===== src/rtl/cvid_pkg.sv =====
package cvid_pkg;

  // Strobes from the timing control to the pixel datapath
  typedef struct packed {
    logic lineStart;   // position 0 of a line
    logic frameStart;  // position 0 of line 0
    logic syncLvl;     // pins must read sync level
    logic imageLine;   // current line may carry picture
    logic loadWord;    // last clock before the active window
    logic inWindow;    // inside the active window
  } ctrlStrobes_t;

endpackage


===== src/rtl/cvid_timing.sv =====
module cvid_timing
  import cvid_pkg::*;
#(
  parameter int LINE_CLKS        = 1016,
  parameter int FRAME_LINES      = 262,
  parameter int HSYNC_CLKS       = 75,
  parameter int ACTIVE_START     = 150,
  parameter int ACTIVE_END       = 986,
  parameter int VSYNC_LINES      = 3,
  parameter int IMAGE_FIRST_LINE = 20
) (
  input  logic         clk,
  input  logic         rst,
  output ctrlStrobes_t strb
);

  localparam int HW = $clog2(LINE_CLKS);
  localparam int VW = $clog2(FRAME_LINES);
  localparam logic [HW-1:0] H_LAST      = HW'(LINE_CLKS - 1);
  localparam logic [HW-1:0] H_SYNC_END  = HW'(HSYNC_CLKS);
  localparam logic [HW-1:0] H_VSYNC_END = HW'(LINE_CLKS - HSYNC_CLKS);
  localparam logic [HW-1:0] H_ACT_FIRST = HW'(ACTIVE_START);
  localparam logic [HW-1:0] H_ACT_END   = HW'(ACTIVE_END);
  localparam logic [HW-1:0] H_PRELOAD   = HW'(ACTIVE_START - 1);
  localparam logic [VW-1:0] V_LAST      = VW'(FRAME_LINES - 1);
  localparam logic [VW-1:0] V_SYNC_END  = VW'(VSYNC_LINES);
  localparam logic [VW-1:0] V_IMG_FIRST = VW'(IMAGE_FIRST_LINE);

  logic [HW-1:0] hCount;
  logic [VW-1:0] vCount;
  logic          lineEnd;
  logic          vsyncLine;
  logic          syncNow;

  assign lineEnd = (hCount == H_LAST);

  always_ff @(posedge clk) begin
    if (rst) begin
      hCount <= '0;
      vCount <= '0;
    end else begin
      hCount <= lineEnd ? '0 : hCount + 1'b1;
      if (lineEnd)
        vCount <= (vCount == V_LAST) ? '0 : vCount + 1'b1;
    end
  end

  assign vsyncLine = (vCount < V_SYNC_END);
  assign syncNow   = vsyncLine ? (hCount < H_VSYNC_END) : (hCount < H_SYNC_END);

  always_comb begin
    strb.lineStart  = !rst && (hCount == '0);
    strb.frameStart = !rst && (hCount == '0) && (vCount == '0);
    strb.syncLvl    = !rst && syncNow;
    strb.imageLine  = (vCount >= V_IMG_FIRST);
    strb.loadWord   = !rst && (hCount == H_PRELOAD);
    strb.inWindow   = !rst && (hCount >= H_ACT_FIRST) && (hCount < H_ACT_END);
  end

endmodule


===== src/rtl/cvid_pixel.sv =====
module cvid_pixel
  import cvid_pkg::*;
#(
  parameter int PIX_W   = 32,
  parameter int PIX_DIV = 26
) (
  input  logic             clk,
  input  logic             rst,
  input  ctrlStrobes_t     strb,
  input  logic [PIX_W-1:0] pixWord,
  output logic             vidCtrl,
  output logic             vidData
);

  localparam int PDW = (PIX_DIV > 2) ? $clog2(PIX_DIV) : 1;
  localparam logic [PDW-1:0] PHASE_LAST = PDW'(PIX_DIV - 1);

  logic [PIX_W-1:0] shiftReg;
  logic [PDW-1:0]   phase;

  // Blank lines load zeros so every line runs the same shift sequence
  always_ff @(posedge clk) begin
    if (rst) begin
      shiftReg <= '0;
      phase    <= '0;
    end else if (strb.loadWord) begin
      shiftReg <= strb.imageLine ? pixWord : '0;
      phase    <= '0;
    end else if (strb.inWindow) begin
      if (phase == PHASE_LAST) begin
        phase    <= '0;
        shiftReg <= {shiftReg[PIX_W-2:0], 1'b0};
      end else begin
        phase <= phase + 1'b1;
      end
    end
  end

  assign vidCtrl = !strb.syncLvl;
  assign vidData = strb.inWindow && !strb.syncLvl && shiftReg[PIX_W-1];

endmodule


===== src/rtl/compositeTimingGen.sv =====
module compositeTimingGen
  import cvid_pkg::*;
#(
  parameter int LINE_CLKS        = 1016,
  parameter int FRAME_LINES      = 262,
  parameter int HSYNC_CLKS       = 75,
  parameter int ACTIVE_START     = 150,
  parameter int ACTIVE_END       = 986,
  parameter int VSYNC_LINES      = 3,
  parameter int IMAGE_FIRST_LINE = 20,
  parameter int PIX_W            = 32,
  parameter int PIX_DIV          = 26
) (
  input  logic             clk,
  input  logic             rst,
  input  logic [PIX_W-1:0] pixWord,
  output logic             vidCtrl,
  output logic             vidData,
  output logic             lineStart,
  output logic             frameStart
);

  ctrlStrobes_t strb;

  cvid_timing #(
    .LINE_CLKS       (LINE_CLKS),
    .FRAME_LINES     (FRAME_LINES),
    .HSYNC_CLKS      (HSYNC_CLKS),
    .ACTIVE_START    (ACTIVE_START),
    .ACTIVE_END      (ACTIVE_END),
    .VSYNC_LINES     (VSYNC_LINES),
    .IMAGE_FIRST_LINE(IMAGE_FIRST_LINE)
  ) uTiming (
    .clk (clk),
    .rst (rst),
    .strb(strb)
  );

  cvid_pixel #(
    .PIX_W  (PIX_W),
    .PIX_DIV(PIX_DIV)
  ) uPixel (
    .clk    (clk),
    .rst    (rst),
    .strb   (strb),
    .pixWord(pixWord),
    .vidCtrl(vidCtrl),
    .vidData(vidData)
  );

  assign lineStart  = strb.lineStart;
  assign frameStart = strb.frameStart;

endmodule


===== config.mk =====
export PLATFORM = sky130hd
export DESIGN_NAME = compositeTimingGen
export DESIGN_NICKNAME = d
export VERILOG_FILES = /design/src/rtl/cvid_pkg.sv /design/src/rtl/cvid_timing.sv /design/src/rtl/cvid_pixel.sv /design/src/rtl/compositeTimingGen.sv
export SDC_FILE = /design/constraint.sdc
export NUM_CORES = 1
export LEC_CHECK = 0
export BUFFER_PORTS_ARGS = -buffer_cell sky130_fd_sc_hd__buf_2
export CAP_MARGIN = 30
export CORE_ASPECT_RATIO = 0.75
export CORE_UTILIZATION = 52
export CTS_CLUSTER_SIZE = 14
export DETAILED_ROUTE_END_ITERATION = 16
export PLACE_DENSITY = 0.75
export SYNTH_ARGS = -nofsm -noshare
export SYNTH_HDL_FRONTEND = slang
export SYNTH_SLANG_ARGS = --single-unit

===== constraint.sdc =====
create_clock -name clk -period 1.72 [get_ports clk]
set_input_delay 0 -clock clk [delete_from_list [all_inputs] [get_ports clk]]
set_output_delay 0 -clock clk [all_outputs]
set_load 0.005 [all_outputs]

==> flow_results.xml, run 1 <==
<?xml version="1.0" encoding="UTF-8"?>
<metrics>
  <group name="status">
    <metric name="status" unit="">finished with violations</metric>
    <metric name="failed_checks" unit="">negative setup slack</metric>
  </group>
  <group name="sta">
    <metric name="fin_skew" unit="ps">15.1</metric>
    <metric name="timing.max_slew.rel_slack" unit="%">62.6</metric>
    <metric name="report.final.hold_viol_count" unit="">0</metric>
    <metric name="post-route-period-util" unit="%">114</metric>
    <metric name="tightestPinTransition" unit="ps">561</metric>
    <metric name="rsz_0062_raised_after_global_routing" unit="">yes</metric>
    <metric name="slew_violations" unit="">0</metric>
    <metric name="final_critical_path_setup_slack" unit="ps">-233</metric>
    <metric name="hold_ws" unit="ps">238</metric>
    <metric name="post-route-min-period" unit="ps">1950</metric>
    <metric name="final-setup-viol-count" unit="">39</metric>
    <metric name="achievable-frequency" unit="MHz">512</metric>
  </group>
  <group name="synth">
    <metric name="postSynthRegisterBits" unit="">56</metric>
    <metric name="ys.flop_type" unit="">sky130_fd_sc_hd__dfxtp_1</metric>
    <metric name="postSynthAreaPerCell" unit="um2">8.92</metric>
    <metric name="ys_types" unit="">45</metric>
    <metric name="synth_nets" unit="">390</metric>
    <metric name="synth_enable_flop_cells" unit="">0</metric>
    <metric name="synth.cell_area" unit="um2">3090</metric>
    <metric name="yosys_warnings" unit="">0</metric>
    <metric name="postSynth.asyncResetShare" unit="%">0</metric>
    <metric name="synth.largest_area_cell" unit="">sky130_fd_sc_hd__dfxtp_1</metric>
    <metric name="ys_seq_area_share" unit="%">36.2</metric>
    <metric name="synthTopCellsByArea" unit="">sky130_fd_sc_hd__dfxtp_1, sky130_fd_sc_hd__a221oi_2, sky130_fd_sc_hd__o21ai_0</metric>
    <metric name="synthesis.instances" unit="">347</metric>
    <metric name="synth_top_area_share" unit="%">36.2</metric>
  </group>
  <group name="drt">
    <metric name="dr_total_vias" unit="">3174</metric>
    <metric name="route.detailed.vias_per_inst" unit="">5.99</metric>
    <metric name="wire_per_inst" unit="um">19.1</metric>
    <metric name="postRouteWirelength" unit="um">10100</metric>
    <metric name="antenna_left" unit="">0</metric>
    <metric name="drt_first_pass_iters" unit="">5</metric>
    <metric name="drc_errors" unit="">0</metric>
    <metric name="drt_first_iter_violations" unit="">317</metric>
  </group>
  <group name="floorplanning">
    <metric name="die_h" unit="um">68.8</metric>
    <metric name="die_width" unit="um">91.1</metric>
    <metric name="pin_count" unit="">38</metric>
    <metric name="initial_core_util" unit="%">56.0</metric>
    <metric name="std_cell_rows" unit="">23</metric>
    <metric name="area_enclosed_by_the_die_boundary" unit="um2">6270</metric>
    <metric name="core_area" unit="um2">5530</metric>
  </group>
  <group name="run">
    <metric name="max_cap_violations" unit="">0</metric>
  </group>
  <group name="critical_path">
    <metric name="worstSetupStartpointType" unit="">register</metric>
    <metric name="setup.worst_path.end_class" unit="">register</metric>
    <metric name="timing.critical_path.arrival" unit="ps">2200</metric>
    <metric name="worst_ep_required_time" unit="ps">1970</metric>
    <metric name="setup.worst_path.class" unit="">register to register</metric>
    <metric name="worst_reg2reg_setup_slack" unit="ps">-230</metric>
    <metric name="r2r-start" unit="">uTiming.hCount[9]$_SDFF_PP0_</metric>
    <metric name="worst_setup_path_startpoint" unit="">uTiming.hCount[9]$_SDFF_PP0_</metric>
    <metric name="path_max_fanout" unit="">16</metric>
  </group>
  <group name="grt">
    <metric name="wire_length_of_the_first_global_routing_pass" unit="um">12900</metric>
    <metric name="global_route.overflow_total" unit="">0</metric>
    <metric name="grt_util_all_layers" unit="%">26.5</metric>
    <metric name="grt_max_degree" unit="">36</metric>
    <metric name="vias_in_the_first_global_route" unit="">2733</metric>
    <metric name="grt_antenna_before_repair" unit="">0</metric>
  </group>
  <group name="clock_network">
    <metric name="clock_latency" unit="ps">330</metric>
    <metric name="cts_h_tree_depth" unit="">2</metric>
    <metric name="cts_root_buf" unit="">sky130_fd_sc_hd__clkbuf_8</metric>
    <metric name="tritoncts" unit="">built</metric>
    <metric name="cts.reportedPaths.clkPinSlew" unit="ps">120</metric>
    <metric name="cts_buffers" unit="">5</metric>
    <metric name="number_of_sinks_on_the_clock_net" unit="">56</metric>
    <metric name="cts-root-to-sink-buffers" unit="">2</metric>
  </group>
  <group name="placed_design">
    <metric name="hpwl" unit="um">4540</metric>
    <metric name="buffer_ports.inserted" unit="">37</metric>
    <metric name="dp_cells" unit="">467</metric>
    <metric name="globalplace.congestion" unit="">0.908</metric>
    <metric name="placement.setup.worst_slack" unit="ps">-66.0</metric>
  </group>
  <group name="cells_and_area">
    <metric name="syn2layout_area_growth" unit="%">41.1</metric>
    <metric name="final_cell_count_no_fill" unit="">530</metric>
    <metric name="nNetsFinal" unit="">497</metric>
    <metric name="layout-drive-gt1-share" unit="%">39.1</metric>
    <metric name="antenna-diode-count" unit="">0</metric>
    <metric name="fillers" unit="">298</metric>
  </group>
  <group name="power">
    <metric name="power.ir.vdd_worst" unit="uV">595</metric>
    <metric name="power.density" unit="nW/um2">528</metric>
    <metric name="power.leakage" unit="uW">0.00159</metric>
  </group>
  <group name="min_path">
    <metric name="min-delay-start" unit="">rst</metric>
    <metric name="min-delay-path-class" unit="">primary input to register</metric>
  </group>
</metrics>
## layout by cell type, fill, tap and decap left out, types with 4 or more instances in the layout
cell and n:
sky130_fd_sc_hd__dfxtp_1 43, sky130_fd_sc_hd__buf_4 40, sky130_fd_sc_hd__nand2_1 39, sky130_fd_sc_hd__inv_1 38, sky130_fd_sc_hd__buf_2 36, sky130_fd_sc_hd__dlygate4sd3_1 33, sky130_fd_sc_hd__a221oi_2 31, sky130_fd_sc_hd__nor2_1 25
sky130_fd_sc_hd__o21ai_0 20, sky130_fd_sc_hd__o21ai_1 14, sky130_fd_sc_hd__xor2_1 9, sky130_fd_sc_hd__nand4_1 8, sky130_fd_sc_hd__xnor2_1 8, sky130_fd_sc_hd__dfxtp_4 8, sky130_fd_sc_hd__nand3_1 6, sky130_fd_sc_hd__ha_1 6
sky130_fd_sc_hd__buf_6 6, sky130_fd_sc_hd__and3_1 5, sky130_fd_sc_hd__clkbuf_8 5, sky130_fd_sc_hd__dfxtp_2 5, sky130_fd_sc_hd__nor3_4 4, sky130_fd_sc_hd__a21oi_1 4, sky130_fd_sc_hd__and2_4 4
## cells in the mapped netlist (3+ instances only)
master,number
sky130_fd_sc_hd__xnor2_1,8
sky130_fd_sc_hd__a221oi_2,30
sky130_fd_sc_hd__clkbuf_1,11
sky130_fd_sc_hd__buf_4,3
sky130_fd_sc_hd__buf_12,3
sky130_fd_sc_hd__buf_2,5
sky130_fd_sc_hd__nor3_1,7
sky130_fd_sc_hd__and3_1,5
sky130_fd_sc_hd__dfxtp_1,56
sky130_fd_sc_hd__a21oi_1,6
sky130_fd_sc_hd__nand4_1,8
sky130_fd_sc_hd__nor2_1,28
sky130_fd_sc_hd__xor2_1,9
sky130_fd_sc_hd__o21ai_0,36
sky130_fd_sc_hd__nand3_1,7
sky130_fd_sc_hd__nand2_1,41
sky130_fd_sc_hd__ha_1,9
sky130_fd_sc_hd__inv_1,40
## per-stage QoR
stage               total power, uW  utilization (%)  setup TNS, ps  cell area, um2
global route                   2360             79.0          -8770            4370
finish                         2310             79.0          -6260            4370
floorplan                      1400                -              0            3090
global placement               1470             62.7           -605            3470
detailed placement             1470             62.7           -867            3470
CTS                            2260             73.1           -578            4040
## worst max-delay path: stages (launching register included)
cell,delay (ps)
sky130_fd_sc_hd__dfxtp_4,380
sky130_fd_sc_hd__nor4_4,410
sky130_fd_sc_hd__nand4b_4,180
sky130_fd_sc_hd__a31oi_4,310
sky130_fd_sc_hd__clkbuf_16,240
sky130_fd_sc_hd__nand2_1,110
sky130_fd_sc_hd__a221oi_2,240
## area by class of cell
class                   count  area [um2]  area share [%]
clock buffers               5        68.8            1.58
clock inverters             3        23.8           0.545
inverters                  40         153            3.50
multi-input cells         230        1860            42.5
flip-flops and latches     56        1160            26.5
well taps                  75        93.8            2.15
repair buffers            121        1010            23.2
## state kept, by name, indices dropped and copies added, names as in the netlist
| signal | count |
|---|---|
| uTiming.hCount | 10 |
| uPixel.phase | 5 |
| uPixel.shiftReg | 32 |
| uTiming.vCount | 9 |
## power breakdown
part / internal [uW] / leakage, uW / total [uW] / switching (uW)
combinational: 126 / 0.00109 / 223 / 97.1
sequential: 1290 / 0.000460 / 1310 / 11.6
clock: 290 / 0.0000404 / 779 / 488
total: 1710 / 0.00159 / 2310 / 597
## final timing paths
| kind | endpoint | cells after the start |
|---|---|---|
| setup / recovery | uPixel.shiftReg[9]$_SDFFE_PP0P_ | 6 |
| hold / removal | uPixel.phase[0]$_SDFFE_PP0P_ | 5 |
| setup reg to reg | uPixel.shiftReg[9]$_SDFFE_PP0P_ | 6 |
| hold reg to reg | uPixel.shiftReg[24]$_SDFFE_PP0P_ | 2 |
## repair_timing
item | 4_1_cts | 5_1_grt
cloned | 2 | 4
pin swaps | 8 | 27
gates resized for setup | 26 | 62
setup endpoints to repair | 35 | 46
hold buffers | 33 | 0
hold endpoints to repair | 33 | 0
buffers inserted | 10 | 7
## cells by family (layout without fill, tap and decap cells)
| family | after synthesis | in the layout | synth area share, % |
|---|---|---|---|
| simple gates | 114 | 117 | 19.2 |
| xor+xnor | 17 | 17 | 4.81 |
| compound gates | 87 | 87 | 25.8 |
| fa+ha+maj | 9 | 9 | 3.64 |
| buf+inv | 64 | 169 | 10.4 |
| flops | 56 | 56 | 36.2 |
## routing by layer
metal | vias to the layer above | global-route usage [%] | routed length [um]
li1 | 1435 | - | -
met1 | 1490 | 33.7 | 3980
met2 | 199 | 46.3 | 4840
met3 | 50 | 4.50 | 803
met4 | 0 | 9.72 | 478
met5 | - | 0 | 0
No activity file was read; power rests on OpenSTA's default activity.
==> run 2: changes to the inputs <==
Settings changed: BUFFER_PORTS_ARGS -buffer_cell sky130_fd_sc_hd__buf_2 to not set, CORE_UTILIZATION 52 to 35, DONT_BUFFER_PORTS set to 1, PLACE_DENSITY 0.75 to not set.
==> flow_results.xml, run 2 (synthesis gave the netlist of run 1 again) <==
<?xml version="1.0" encoding="UTF-8"?>
<metrics>
  <group name="critical_path">
    <metric name="critPathMaxStageDelay" unit="ps">390</metric>
    <metric name="worst_ep_required_time" unit="ps">1720</metric>
    <metric name="worstSetupStartpointType" unit="">register</metric>
    <metric name="crit-reg2reg-capture" unit="">uPixel.shiftReg[15]$_SDFFE_PP0P_</metric>
    <metric name="timing.critical_path.mode_cell" unit="">sky130_fd_sc_hd__buf_6</metric>
    <metric name="critical_path.cell_chain" unit="">nor4_4 -&gt; buf_4 -&gt; o21ai_2 -&gt; buf_6 -&gt; nand2_4 -&gt; buf_6 -&gt; nor3_4 -&gt; and3_4</metric>
    <metric name="worst_reg2reg_setup_slack" unit="ps">-50</metric>
    <metric name="path_max_fanout" unit="">3</metric>
    <metric name="r2r_cells" unit="">6</metric>
    <metric name="setup.worst_path.end_class" unit="">primary output</metric>
    <metric name="timing.critical_path.arrival" unit="ps">1780</metric>
    <metric name="setup.worst_path.class" unit="">register to primary output</metric>
    <metric name="crit_path_top_delay_cell" unit="">sky130_fd_sc_hd__nor4_4</metric>
    <metric name="r2r-start" unit="">uTiming.hCount[9]$_SDFF_PP0_</metric>
    <metric name="worst_setup_path_startpoint" unit="">uTiming.hCount[9]$_SDFF_PP0_</metric>
  </group>
  <group name="min_path">
    <metric name="worst_hold_path.endpoint" unit="">uTiming.hCount[0]$_SDFF_PP0_</metric>
    <metric name="min-delay-path-class" unit="">primary input to register</metric>
    <metric name="hold_depth" unit="">3</metric>
    <metric name="min-delay-start" unit="">rst</metric>
  </group>
  <group name="grt">
    <metric name="grt_max_degree" unit="">45</metric>
    <metric name="grt_antenna_before_repair" unit="">0</metric>
    <metric name="vias_in_the_first_global_route" unit="">2384</metric>
    <metric name="wire_length_of_the_first_global_routing_pass" unit="um">11900</metric>
    <metric name="grt_util_all_layers" unit="%">15.8</metric>
    <metric name="global_route.overflow_total" unit="">0</metric>
  </group>
  <group name="cells_and_area">
    <metric name="layout-drive-gt1-share" unit="%">28.5</metric>
    <metric name="layout_commonest_cell" unit="">sky130_fd_sc_hd__dfxtp_1</metric>
    <metric name="largestRegisters" unit="">uPixel.shiftReg x32, uTiming.hCount x10, uTiming.vCount x9</metric>
    <metric name="syn2layout_area_growth" unit="%">31.9</metric>
    <metric name="top_library_cells_by_usage_in_the_layout_fill_and_taps_aside" unit="">sky130_fd_sc_hd__dfxtp_1, sky130_fd_sc_hd__inv_1, sky130_fd_sc_hd__nand2_1</metric>
    <metric name="nNetsFinal" unit="">449</metric>
    <metric name="final_design_area_no_fill" unit="um2">4080</metric>
    <metric name="antenna-diode-count" unit="">0</metric>
    <metric name="largest_register" unit="">uPixel.shiftReg</metric>
    <metric name="flip_flop_count_of_the_largest_register_after_layout" unit="">32</metric>
  </group>
  <group name="floorplanning">
    <metric name="die_h" unit="um">83.4</metric>
    <metric name="area_enclosed_by_the_die_boundary" unit="um2">9220</metric>
    <metric name="core_area" unit="um2">8530</metric>
    <metric name="pin_count" unit="">38</metric>
    <metric name="initial_core_util" unit="%">36.3</metric>
    <metric name="die_width" unit="um">111</metric>
    <metric name="std_cell_rows" unit="">29</metric>
  </group>
  <group name="sta">
    <metric name="rsz_0062_raised_after_global_routing" unit="">yes</metric>
    <metric name="post-route-min-period" unit="ps">1780</metric>
    <metric name="final-setup-viol-count" unit="">32</metric>
    <metric name="achievable-frequency" unit="MHz">561</metric>
    <metric name="report.final.hold_viol_count" unit="">2</metric>
    <metric name="fin_skew" unit="ps">6.99</metric>
    <metric name="hold_ws" unit="ps">-4.49</metric>
    <metric name="post-route-period-util" unit="%">104</metric>
    <metric name="slew_violations" unit="">0</metric>
    <metric name="tightestPinTransition" unit="ps">433</metric>
    <metric name="timing.max_slew.rel_slack" unit="%">70.8</metric>
    <metric name="final_critical_path_setup_slack" unit="ps">-64.0</metric>
  </group>
  <group name="power">
    <metric name="post-layout-total-power" unit="uW">2660</metric>
    <metric name="power.ir.vdd_worst" unit="uV">360</metric>
    <metric name="power.density" unit="nW/um2">651</metric>
    <metric name="power.leakage" unit="uW">0.00141</metric>
  </group>
  <group name="placed_design">
    <metric name="hpwl" unit="um">4840</metric>
    <metric name="placement.setup.worst_slack" unit="ps">-245</metric>
    <metric name="globalplace.congestion" unit="">0.786</metric>
    <metric name="buffer_ports.inserted" unit="">0</metric>
    <metric name="post_dp_cell_area" unit="um2">3350</metric>
  </group>
  <group name="clock_network">
    <metric name="tritoncts" unit="">built</metric>
    <metric name="clock_latency" unit="ps">290</metric>
    <metric name="cts_root_buf" unit="">sky130_fd_sc_hd__clkbuf_16</metric>
    <metric name="cts_h_tree_depth" unit="">2</metric>
    <metric name="number_of_sinks_on_the_clock_net" unit="">56</metric>
    <metric name="cts_buffers" unit="">5</metric>
    <metric name="cts.reportedPaths.clkPinSlew" unit="ps">80</metric>
    <metric name="cts-root-to-sink-buffers" unit="">2</metric>
  </group>
  <group name="drt">
    <metric name="wire_per_inst" unit="um">13.9</metric>
    <metric name="antenna_left" unit="">0</metric>
    <metric name="drc_errors" unit="">0</metric>
    <metric name="route.detailed.vias_per_inst" unit="">5.06</metric>
    <metric name="drt_first_pass_iters" unit="">4</metric>
    <metric name="postRouteWirelength" unit="um">7160</metric>
    <metric name="drt_first_iter_violations" unit="">67</metric>
    <metric name="dr_total_vias" unit="">2605</metric>
  </group>
  <group name="status">
    <metric name="status" unit="">finished with violations</metric>
    <metric name="failed_checks" unit="">negative hold slack, negative setup slack</metric>
  </group>
  <group name="run">
    <metric name="max_cap_violations" unit="">0</metric>
  </group>
</metrics>
==> run 2: cell types whose count changed in the layout (fill, tap and decap cells not counted), moves of 3 or more <==
| cell | delta |
|---|---|
| sky130_fd_sc_hd__buf_2 | -36 |
| sky130_fd_sc_hd__o21ai_1 | -11 |
| sky130_fd_sc_hd__nor3_4 | -3 |
| sky130_fd_sc_hd__clkbuf_8 | -5 |
| sky130_fd_sc_hd__o21ai_0 | +12 |
| sky130_fd_sc_hd__dfxtp_1 | +5 |
| sky130_fd_sc_hd__buf_4 | -8 |
| sky130_fd_sc_hd__dfxtp_4 | -3 |
==> run 2: how the worst max path moves through the flow <==
stage	endpoint	slack (ps)	cells past startpoint
after floorplan	uPixel.shiftReg[10]$_SDFFE_PP0P_	5	7
after global placement	uPixel.shiftReg[19]$_SDFFE_PP0P_	-170	6
after detailed placement	uPixel.shiftReg[19]$_SDFFE_PP0P_	-250	6
after CTS	vidData	-50	8
after global routing	uPixel.shiftReg[14]$_SDFFE_PP0P_	-170	6
final	vidData	-60	8
==> run 2: where the power goes <==
| part | switching (uW) | total [uW] | internal, uW |
|---|---|---|---|
| clock | 496 | 1190 | 694 |
| combinational | 66.8 | 160 | 93.7 |
| sequential | 8.94 | 1310 | 1300 |
==> run 2: what timing repair did <==
item / CTS / global route
endpoints found under the setup margin: 49 / 54
gates resized for setup: 26 / 25
gates cloned: 1 / 0
endpoints found under the hold margin: 37 / 34
setup buffers: 4 / 1
pin swaps: 9 / 6
hold buffers: 2 / 32
==> run 2: critical path: cells and delay by family (launching register included) <==
kind	cells	cell delay, ps
buffers and inverters	3	400
AO/OA/AOI/OAI	1	60
flip-flops	1	360
AND/OR/NAND/NOR	4	670
==> run 2: per-stage QoR <==
| stage | setup TNS [ps] | util (%) | instances |
|---|---|---|---|
| final | -883 | 47.9 | 515 |
| after detailed placement | -5960 | 39.3 | 468 |
| after floorplan | 0 | - | 347 |
| after global routing | -4000 | 47.9 | 515 |
| after CTS | -283 | 42.8 | 482 |
| after global placement | -4180 | 39.3 | 468 |
==> run 2: final cells by class <==
type / count / area (um2)
Clock buffer: 5 / 125
Clock inverter: 3 / 46.3
Fill cell: 797 / 4450
Inverter: 40 / 150
Multi-Input combinational cell: 228 / 1770
Sequential cell: 56 / 1140
Tap cell: 108 / 135
Timing Repair Buffer: 75 / 712
==> run 2: routing by layer <==
| layer | track usage [%] | vias up | part of all wire (%) |
|---|---|---|---|
| met1 | 23.2 | 1228 | 53 |
| met3 | 2.48 | 6 | 2.2 |
| met2 | 24.3 | 36 | 43 |
| met5 | 0 | - | 0 |
| met4 | 3.64 | 0 | 1.1 |
| li1 | - | 1335 | - |
==> run 3: changes to the inputs <==
Settings changed: CORE_ASPECT_RATIO 0.75 to 0.7.
==> flow_results.xml, run 3 (synthesis gave the netlist of run 1 again) <==
<?xml version="1.0" encoding="UTF-8"?>
<metrics>
  <group name="placed_design">
    <metric name="buffer_ports.inserted" unit="">0</metric>
    <metric name="post_dp_cell_area" unit="um2">3400</metric>
    <metric name="globalplace.congestion" unit="">0.813</metric>
    <metric name="hpwl" unit="um">4900</metric>
  </group>
  <group name="drt">
    <metric name="wire_per_inst" unit="um">14.3</metric>
    <metric name="antenna_left" unit="">0</metric>
    <metric name="route.detailed.vias_per_inst" unit="">5.10</metric>
    <metric name="postRouteWirelength" unit="um">7600</metric>
    <metric name="drc_errors" unit="">0</metric>
    <metric name="drt_first_iter_violations" unit="">86</metric>
    <metric name="dr_total_vias" unit="">2707</metric>
    <metric name="drt_first_pass_iters" unit="">4</metric>
  </group>
  <group name="sta">
    <metric name="achievable-frequency" unit="MHz">565</metric>
    <metric name="post-route-min-period" unit="ps">1770</metric>
    <metric name="post-route-period-util" unit="%">103</metric>
    <metric name="final_critical_path_setup_slack" unit="ps">-50.9</metric>
    <metric name="report.final.hold_viol_count" unit="">0</metric>
    <metric name="tightestPinTransition" unit="ps">363</metric>
    <metric name="fin_skew" unit="ps">7.83</metric>
    <metric name="rsz_0062_raised_after_global_routing" unit="">yes</metric>
    <metric name="final.setup.tns" unit="ps">-288</metric>
    <metric name="final-setup-viol-count" unit="">20</metric>
    <metric name="hold_ws" unit="ps">23.2</metric>
    <metric name="slew_violations" unit="">0</metric>
    <metric name="timing.max_slew.rel_slack" unit="%">75.6</metric>
  </group>
  <group name="floorplanning">
    <metric name="die_width" unit="um">114</metric>
    <metric name="die_h" unit="um">80.7</metric>
    <metric name="pin_count" unit="">38</metric>
    <metric name="core_area" unit="um2">8510</metric>
    <metric name="std_cell_rows" unit="">28</metric>
    <metric name="area_enclosed_by_the_die_boundary" unit="um2">9230</metric>
    <metric name="initial_core_util" unit="%">36.3</metric>
  </group>
  <group name="run">
    <metric name="max_cap_violations" unit="">0</metric>
  </group>
  <group name="grt">
    <metric name="vias_in_the_first_global_route" unit="">2600</metric>
    <metric name="grt_max_degree" unit="">38</metric>
    <metric name="grt_use_met2" unit="%">26.1</metric>
    <metric name="groute.layer.met1.usage" unit="%">22.6</metric>
    <metric name="grt.busiest_layer" unit="">met2</metric>
    <metric name="grtUsageMet3" unit="%">3.55</metric>
    <metric name="grt_util_all_layers" unit="%">16.6</metric>
    <metric name="wire_length_of_the_first_global_routing_pass" unit="um">12100</metric>
    <metric name="global_route.overflow_total" unit="">0</metric>
    <metric name="grt_antenna_before_repair" unit="">0</metric>
  </group>
  <group name="cells_and_area">
    <metric name="layout-drive-gt1-share" unit="%">31.1</metric>
    <metric name="top_library_cells_by_usage_in_the_layout_fill_and_taps_aside" unit="">sky130_fd_sc_hd__dfxtp_1, sky130_fd_sc_hd__nand2_1, sky130_fd_sc_hd__inv_1</metric>
    <metric name="final_util" unit="%">49.8</metric>
    <metric name="nNetsFinal" unit="">453</metric>
    <metric name="final_design_area_no_fill" unit="um2">4240</metric>
    <metric name="largestRegisters" unit="">uPixel.shiftReg x32, uTiming.hCount x10, uTiming.vCount x9</metric>
    <metric name="flip_flop_count_of_the_largest_register_after_layout" unit="">32</metric>
    <metric name="syn2layout_area_growth" unit="%">37.0</metric>
    <metric name="antenna-diode-count" unit="">0</metric>
    <metric name="layout_commonest_cell" unit="">sky130_fd_sc_hd__dfxtp_1</metric>
    <metric name="largest_register" unit="">uPixel.shiftReg</metric>
  </group>
  <group name="clock_network">
    <metric name="number_of_sinks_on_the_clock_net" unit="">56</metric>
    <metric name="tritoncts" unit="">built</metric>
    <metric name="cts-root-to-sink-buffers" unit="">2</metric>
    <metric name="cts.reportedPaths.clkPinSlew" unit="ps">70</metric>
    <metric name="cts_h_tree_depth" unit="">2</metric>
    <metric name="cts_buffers" unit="">5</metric>
    <metric name="clock_latency" unit="ps">300</metric>
    <metric name="cts_root_buf" unit="">sky130_fd_sc_hd__clkbuf_16</metric>
  </group>
  <group name="critical_path">
    <metric name="timing.critical_path.arrival" unit="ps">1770</metric>
    <metric name="worst_ep_required_time" unit="ps">1720</metric>
    <metric name="path_max_fanout" unit="">4</metric>
    <metric name="worstSetupStartpointType" unit="">register</metric>
    <metric name="r2r_cells" unit="">6</metric>
    <metric name="setup.worst_path.end_class" unit="">primary output</metric>
    <metric name="critical_path.cell_chain" unit="">buf_6 -&gt; ha_4 -&gt; o21ai_2 -&gt; a21boi_1 -&gt; o31ai_1 -&gt; nand2_1 -&gt; or2_4</metric>
    <metric name="crit_path_top_delay_cell" unit="">sky130_fd_sc_hd__dfxtp_4</metric>
    <metric name="setup.worst_path.class" unit="">register to primary output</metric>
    <metric name="critPathMaxStageDelay" unit="ps">360</metric>
  </group>
  <group name="power">
    <metric name="power.leakage" unit="uW">0.00143</metric>
    <metric name="post-layout-total-power" unit="uW">2670</metric>
    <metric name="power.density" unit="nW/um2">630</metric>
    <metric name="power.ir.vdd_worst" unit="uV">462</metric>
  </group>
  <group name="status">
    <metric name="status" unit="">finished with violations</metric>
    <metric name="failed_checks" unit="">negative setup slack</metric>
  </group>
  <group name="min_path">
    <metric name="min-delay-path-class" unit="">primary input to register</metric>
    <metric name="hold_depth" unit="">4</metric>
  </group>
</metrics>
==> run 3: cell types whose count changed in the layout (fill, tap and decap cells not counted), sizes merged <==
| cell | delta |
|---|---|
| clkbuf | +1 |
| and2 | -1 |
| dlygate4sd3 | -1 |
| buf | +5 |
==> run 3: critical path, delay by kind of cell (launching register included) <==
| family | cells | cell delay [ps] |
|---|---|---|
| adders and majority gates | 1 | 160 |
| buffers and inverters | 1 | 110 |
| DFF | 1 | 360 |
| and+or+nand+nor | 2 | 410 |
| AOI/OAI and AO/OA | 3 | 440 |
==> run 3: area by class of cell <==
| class | count | area, um2 |
|---|---|---|
| inverter | 40 | 153 |
| fill | 759 | 4280 |
| sequential | 56 | 1140 |
| multi-input combinational | 227 | 1810 |
| clock inverter | 3 | 46.3 |
| tap | 120 | 150 |
| clock buffer | 5 | 125 |
| timing repair buffer | 80 | 813 |
==> run 3: per-layer routing <==
metal | part of all wire, % | vias up | wire length (um)
li1 | - | 1342 | -
met3 | 4.9 | 9 | 374
met1 | 48 | 1293 | 3680
met2 | 46 | 63 | 3460
met4 | 1.1 | 0 | 85
met5 | 0 | - | 0
==> run 3: report_power, final <==
part	leakage, uW	internal, uW	switching [uW]
logic	0.000895	105	75.6
clock network	0.0000804	693	489
registers	0.000458	1300	9.55
==> run 3: path summary, 6_finish.rpt <==
path | from | endpoint | slack (ps)
worst max-delay path | uTiming.hCount[0]$_SDFF_PP0_ | vidCtrl | -50
worst min-delay path | rst | uPixel.phase[2]$_SDFFE_PP0P_ | 20
worst max register to register | uTiming.hCount[9]$_SDFF_PP0_ | uPixel.shiftReg[9]$_SDFFE_PP0P_ | -30
worst min register to register | uPixel.shiftReg[16]$_SDFFE_PP0P_ | uPixel.shiftReg[16]$_SDFFE_PP0P_ | 460
==> run 3: timing repair <==
item / 4_1_cts / 5_1_grt
endpoints found under the hold margin: 40 / 0
resized for setup: 23 / 42
cloned: 0 / 1
pin swaps: 9 / 22
setup endpoints to repair: 37 / 42
buffers inserted: 5 / 6
hold buffers: 33 / 0
==> run 3: stage by stage <==
| stage | instances | setup WS [ps] |
|---|---|---|
| floorplan | 347 | 4.50 |
| global placement | 480 | -69.0 |
| detailed placement | 480 | -122 |
| CTS | 526 | -16.6 |
| global route | 531 | -143 |
| finish | 531 | -50.9 |
